`src/rtl/wdog_pkg.sv`:
```
package wdog_pkg;
    typedef enum logic [0:0] {
        ST_STOPPED  = 1'b0,
        ST_COUNTING = 1'b1
    } wd_state_e;

    localparam int unsigned IDX_LOAD   = 0;
    localparam int unsigned IDX_VALUE  = 1;
    localparam int unsigned IDX_CTRL   = 2;
    localparam int unsigned IDX_CLEAR  = 3;
    localparam int unsigned IDX_RAW    = 4;
    localparam int unsigned IDX_MASKED = 5;
    localparam int unsigned IDX_LOCK   = 6;

    localparam int unsigned CTRL_IEN_BIT = 0;
    localparam int unsigned CTRL_REN_BIT = 1;
endpackage

```
`src/rtl/wdog_regs.sv`:
```
module wdog_regs
    import wdog_pkg::*;
#(
    parameter int unsigned DW = 32,
    parameter int unsigned AW = 4,
    parameter logic [DW-1:0] KEY = 32'h1ACC_E551
) (
    input  logic          clk,
    input  logic          rst_n,
    input  logic          sel,
    input  logic          wr,
    input  logic [AW-1:0] addr,
    input  logic [DW-1:0] wdata,
    input  logic [DW-1:0] count_i,
    input  logic          raw_i,
    output logic [DW-1:0] rdata_o,
    output logic [DW-1:0] load_o,
    output logic          ien_o,
    output logic          ren_o,
    output logic          locked_o,
    output logic          load_wr_o,
    output logic          clear_wr_o,
    output logic          start_o
);
    logic [DW-1:0] load_q;
    logic          ien_q, ren_q, locked_q;
    logic          wr_any, wr_ok;
    logic          hit_load, hit_ctrl, hit_clear, hit_lock;

    assign wr_any    = sel & wr;
    assign wr_ok     = wr_any & ~locked_q;
    assign hit_load  = (addr == AW'(IDX_LOAD));
    assign hit_ctrl  = (addr == AW'(IDX_CTRL));
    assign hit_clear = (addr == AW'(IDX_CLEAR));
    assign hit_lock  = (addr == AW'(IDX_LOCK));

    always_ff @(posedge clk or negedge rst_n) begin
        if (!rst_n) begin
            load_q   <= '1;
            ien_q    <= 1'b0;
            ren_q    <= 1'b0;
            locked_q <= 1'b0;
        end else begin
            if (wr_any && hit_lock)
                locked_q <= (wdata != KEY);
            if (wr_ok && hit_load)
                load_q <= wdata;
            if (wr_ok && hit_ctrl) begin
                ien_q <= ien_q | wdata[CTRL_IEN_BIT];
                ren_q <= wdata[CTRL_REN_BIT];
            end
        end
    end

    assign load_wr_o  = wr_ok & hit_load;
    assign clear_wr_o = wr_ok & hit_clear;
    assign start_o    = wr_ok & hit_ctrl & wdata[CTRL_IEN_BIT];
    assign load_o     = load_q;
    assign ien_o      = ien_q;
    assign ren_o      = ren_q;
    assign locked_o   = locked_q;

    always_comb begin
        rdata_o = '0;
        if (sel && !wr) begin
            case (addr)
                AW'(IDX_LOAD):   rdata_o = load_q;
                AW'(IDX_VALUE):  rdata_o = count_i;
                AW'(IDX_CTRL): begin
                    rdata_o[CTRL_IEN_BIT] = ien_q;
                    rdata_o[CTRL_REN_BIT] = ren_q;
                end
                AW'(IDX_RAW):    rdata_o[0] = raw_i;
                AW'(IDX_MASKED): rdata_o[0] = raw_i & ien_q;
                AW'(IDX_LOCK):   rdata_o[0] = locked_q;
                default:         rdata_o = '0;
            endcase
        end
    end
endmodule

```
`src/rtl/wdog_counter.sv`:
```
module wdog_counter
    import wdog_pkg::*;
#(
    parameter int unsigned DW = 32
) (
    input  logic          clk,
    input  logic          rst_n,
    input  logic          start_i,
    input  logic          load_wr_i,
    input  logic [DW-1:0] load_wdata_i,
    input  logic [DW-1:0] load_i,
    output logic [DW-1:0] count_o,
    output logic          timeout_o
);
    wd_state_e     state_q, state_d;
    logic [DW-1:0] count_q, count_d;
    logic          at_zero;

    assign at_zero = (count_q == '0);

    // state register
    always_ff @(posedge clk or negedge rst_n) begin
        if (!rst_n) begin
            state_q <= ST_STOPPED;
            count_q <= '0;
        end else begin
            state_q <= state_d;
            count_q <= count_d;
        end
    end

    // next state: START is the only transition; counting is held until reset
    always_comb begin
        state_d = state_q;
        unique case (state_q)
            ST_STOPPED:  if (start_i) state_d = ST_COUNTING;
            ST_COUNTING: state_d = ST_COUNTING;
            default:     state_d = ST_STOPPED;
        endcase
    end

    // outputs: count update and timeout strobe
    always_comb begin
        count_d   = count_q;
        timeout_o = 1'b0;
        unique case (state_q)
            ST_STOPPED: begin
                if (start_i) count_d = load_i;
            end
            ST_COUNTING: begin
                if (load_wr_i) begin
                    count_d = load_wdata_i;
                end else if (at_zero) begin
                    count_d   = load_i;
                    timeout_o = 1'b1;
                end else begin
                    count_d = count_q - 1'b1;
                end
            end
            default: count_d = '0;
        endcase
    end

    assign count_o = count_q;
endmodule

```
`src/rtl/wdog_irq.sv`:
```
module wdog_irq (
    input  logic clk,
    input  logic rst_n,
    input  logic timeout_i,
    input  logic clear_i,
    input  logic ren_i,
    output logic raw_o,
    output logic rst_req_o
);
    logic raw_q, rst_q;

    always_ff @(posedge clk or negedge rst_n) begin
        if (!rst_n) begin
            raw_q <= 1'b0;
            rst_q <= 1'b0;
        end else begin
            rst_q <= timeout_i & raw_q & ren_i;
            if (timeout_i)
                raw_q <= 1'b1;
            else if (clear_i)
                raw_q <= 1'b0;
        end
    end

    assign raw_o     = raw_q;
    assign rst_req_o = rst_q;
endmodule

```
`src/rtl/wdog_timer.sv`:
```
module wdog_timer
    import wdog_pkg::*;
#(
    parameter int unsigned DW = 32,
    parameter int unsigned AW = 4,
    parameter logic [DW-1:0] KEY = 32'h1ACC_E551
) (
    input  logic          clk,
    input  logic          rst_n,
    input  logic          bus_sel,
    input  logic          bus_wr,
    input  logic [AW-1:0] bus_addr,
    input  logic [DW-1:0] bus_wdata,
    output logic [DW-1:0] bus_rdata,
    output logic          irq_o,
    output logic          sys_rst_req_o
);
    logic [DW-1:0] count_w, load_w;
    logic          raw_w, ien_w, ren_w, locked_w;
    logic          load_wr_w, clear_wr_w, start_w, timeout_w;

    wdog_regs #(.DW(DW), .AW(AW), .KEY(KEY)) u_regs (
        .clk        (clk),
        .rst_n      (rst_n),
        .sel        (bus_sel),
        .wr         (bus_wr),
        .addr       (bus_addr),
        .wdata      (bus_wdata),
        .count_i    (count_w),
        .raw_i      (raw_w),
        .rdata_o    (bus_rdata),
        .load_o     (load_w),
        .ien_o      (ien_w),
        .ren_o      (ren_w),
        .locked_o   (locked_w),
        .load_wr_o  (load_wr_w),
        .clear_wr_o (clear_wr_w),
        .start_o    (start_w)
    );

    wdog_counter #(.DW(DW)) u_counter (
        .clk          (clk),
        .rst_n        (rst_n),
        .start_i      (start_w),
        .load_wr_i    (load_wr_w),
        .load_wdata_i (bus_wdata),
        .load_i       (load_w),
        .count_o      (count_w),
        .timeout_o    (timeout_w)
    );

    wdog_irq u_irq (
        .clk       (clk),
        .rst_n     (rst_n),
        .timeout_i (timeout_w),
        .clear_i   (clear_wr_w),
        .ren_i     (ren_w),
        .raw_o     (raw_w),
        .rst_req_o (sys_rst_req_o)
    );

    assign irq_o = raw_w & ien_w;
endmodule

```
`config.mk`:
```
export PLATFORM = sky130hd
export DESIGN_NAME = wdog_timer
export DESIGN_NICKNAME = d
export VERILOG_FILES = /design/src/rtl/wdog_pkg.sv /design/src/rtl/wdog_regs.sv /design/src/rtl/wdog_counter.sv /design/src/rtl/wdog_irq.sv /design/src/rtl/wdog_timer.sv
export SDC_FILE = /design/constraint.sdc
export NUM_CORES = 1
export LEC_CHECK = 0
export BUFFER_PORTS_ARGS = -buffer_cell sky130_fd_sc_hd__buf_2
export CORE_MARGIN = 5
export CORE_UTILIZATION = 25
export DETAILED_ROUTE_END_ITERATION = 16
export PLACE_DENSITY_LB_ADDON = 0.2
export SKIP_CTS_REPAIR_TIMING = 1
export SYNTH_ARGS = -nofsm -noshare
export SYNTH_HDL_FRONTEND = slang
export SYNTH_SLANG_ARGS = --single-unit
```
`constraint.sdc`:
```
create_clock -name clk -period 5.9 [get_ports clk]
set_clock_uncertainty 0.2 [all_clocks]
set_input_delay 1.18 -clock clk [delete_from_list [all_inputs] [get_ports clk]]
set_output_delay 1.18 -clock clk [all_outputs]
set_load 0.02 [all_outputs]
```
==> out/results.ini <==
[final_layout]
diodes = 0
nets = 682
area_delta_synth_final_pct = 16.7
layout_common_cells = 99 x nand2_1, 73 x buf_2, 65 x nor2_1
seq_area_sq_um = 1790
design_area_sq_um = 5840
multi_input_area_sq_um = 2960
final_common_cell = nand2_1
fillers = 2114
drive_above_1_share = 0.253

[route]
num_vias = 4700
wl_per_cell_um = 18.9
drc_errors = 0
wirelength_um = 17200
ant_nets = 0
first_pass_iters = 4
drtIter0Drc = 341
vias_per_cell = 5.16

[critical_path]
start_kind = input pin
reg2reg_from = u_counter.count_o[3]$_DFFE_PN0P_
r2r-end = u_counter.count_o[29]$_DFFE_PN0P_
cp_slowest_cell = nor4_4
critical_path.most_common_cell = buf_2
path_max_fanout = 19
endpoint_kind = primary output
r2r_setup_slack_ps = 2730
cp_cell_sequence = buf_2 > nor4_4 > buf_4 > a22oi_1 > nor2_1 > buf_2
critPathKind = input pin to primary output
slowest_delay_ps = 770
worstPathArrival_ps = 2940
worstPathRequired_ps = 4520
r2r_cells = 5

[timing]
finalCriticalPeriod_ps = 4320
fin_tns_setup_ps = 0
rsz0062_at_grt = false
tightest_slew_ps = 1060
fin_crit_sh = 0.733
max_freq_ghz = 0.231
slew_headroom = 0.293
report.final.hold_viol_count = 0
setup_violations = 0
worst_hold_slack_ps = 278
slew_violations = 0

[die]
coreArea_sq_um = 19600
start_util = 0.255
die_area_sq_um = 22900
rows = 51
die_h_um = 151
io_pins = 74
die_x_um = 151

[clocking]
htree_levels = 3
cts_tree = built
cts.sinks = 70
cts_buffer_depth = 2
cts_buffers = 9
path_clk_slew_ps = 60
clk_latency_ps = 340
clock-root-buffer = clkbuf_16

[power]
powerDensity_nw_per_um2 = 322
ir_worst_vdd_uv = 111
leakage_nw = 2.34

[global_route]
grt_max_degree = 66
overflow = 0
antenna_found_initial = 1
grt_pass1_vias = 4740
grt_first_pass_wirelength_um = 27400
grtUsageTotal = 0.155

[logic_synthesis]
synth_async_sr_flop_share = 1.00
synth-edff-count = 0
synthesis.nets = 639
syn_area_sq_um = 5000
synthCells = 597
yosysSeqAreaShare = 0.358
yosys_warnings = 0
synth_flop_cell = dfrtp_1
ys_types = 61
syn_area_per_cell_sq_um = 8.37
synth-seq-cells = 70

[hold_path]
hp-start = u_regs.load_o[6]$_DFFE_PN1P_
hp-class = register to register
hold_end = u_regs.load_o[6]$_DFFE_PN1P_
min_delay_path_depth = 2

[place]
port_buffers = 73
dpl_cell_area_sq_um = 5560
gp_congestion = 0.790
dp_hpwl_um = 11900

[flow_run]
maxCapViolCount = 0

[status]
status = finished clean

how the worst max path moves through the flow:
stage                          to  cells after the start         from  slack (ps)
floorplan            bus_rdata[0]                      5  bus_addr[0]        1480
CTS                 bus_rdata[23]                      6  bus_addr[1]        1560
global placement    bus_rdata[23]                      6  bus_addr[1]        1590
detailed placement  bus_rdata[23]                      6  bus_addr[1]        1560
finish              bus_rdata[23]                      6  bus_addr[1]        1580
global route        bus_rdata[30]                      6  bus_addr[1]        1440
power breakdown:
group	total [mW]	switching (mW)	internal, mW
Sequential	0.848	0.207	0.642
Combinational	0.514	0.267	0.246
Clock	0.516	0.208	0.308
metal layers:
layer,global-route usage,share of wire,vias up
met2,0.254,0.48,118
met5,0,0.00064,-
li1,-,-,2257
met3,0.0341,0.056,17
met1,0.202,0.45,2306
met4,0.0494,0.015,2
logic make-up after synthesis:
family | share of synthesized area
buffers and inverters | 0.0526
muxes | 0.112
xor gates and xnor gates | 0.0280
DFF | 0.358
AOI/OAI and AO/OA | 0.168
and+or+nand+nor | 0.276
adders and majority gates | 0.00500
critical path, delay by kind of cell:
family / cells / cell delay, ps
and+or+nand+nor: 2 / 890
AOI/OAI and AO/OA: 1 / 120
buffers and inverters: 3 / 740
registers in the layout, summed over array words and instances, names as in the netlist:
register,cells
u_counter.count_o,32
u_irq.rst_req_o,1
u_regs.load_o,32
u_regs.ren_o,1
u_counter.state_q,1
u_irq.raw_o,1
u_regs.locked_o,1
u_regs.ien_o,1
synthesized netlist by cell type, types with 3 or more instances:
cell      count  share of area
o21a_1        5         0.0075
xor2_1        6          0.011
and3_1        6         0.0075
buf_1         3         0.0023
nand2_1      99          0.074
buf_2         8         0.0080
nor4_1       13          0.016
clkbuf_1     32          0.024
xnor2_1      10          0.018
a22oi_1      30          0.045
nor3_2        3         0.0060
or4_1         3         0.0045
nor3_1       23          0.023
o31a_1        3         0.0053
a21oi_1       3         0.0030
a211oi_1      6         0.0090
nand3b_1      6         0.0090
dfstp_2      32           0.17
nor2_1       65          0.049
nand4_1       8          0.010
and2_1        3         0.0038
o221ai_1      8          0.014
mux2_2       23          0.052
o21ai_0      33          0.033
nor4bb_1      5          0.010
a31oi_1       4         0.0050
mux2i_1      30          0.060
a221oi_1      9          0.016
a211o_1       3         0.0053
inv_1        11         0.0083
buf_4         3         0.0045
nand2b_1      7         0.0088
o31ai_1       4         0.0060
dfrtp_1      38           0.19
nand3_1      14          0.014
o41ai_1       4         0.0070
or3_1         4         0.0050
area by class of cell:
cell class | count | share of cell area
Multi-Input combinational cell | 467 | 0.507
Sequential cell | 70 | 0.307
Timing Repair Buffer | 81 | 0.0750
Tap cell | 265 | 0.0568
Clock buffer | 15 | 0.0459
Inverter | 11 | 0.00708
Clock inverter | 1 | 0.000858
stage by stage:
stage / std cells / worst slack [ps] / util / total power [mW]
after CTS: 910 / 1560 / 0.298 / 1.89
after detailed placement: 894 / 1560 / 0.284 / 1.37
after global placement: 894 / 1590 / 0.284 / 1.35
after global routing: 910 / 1440 / 0.298 / 2.01
final: 910 / 1580 / 0.298 / 1.88
after floorplan: 597 / 1480 / - / 1.19
(Power assumes the default switching activity.)
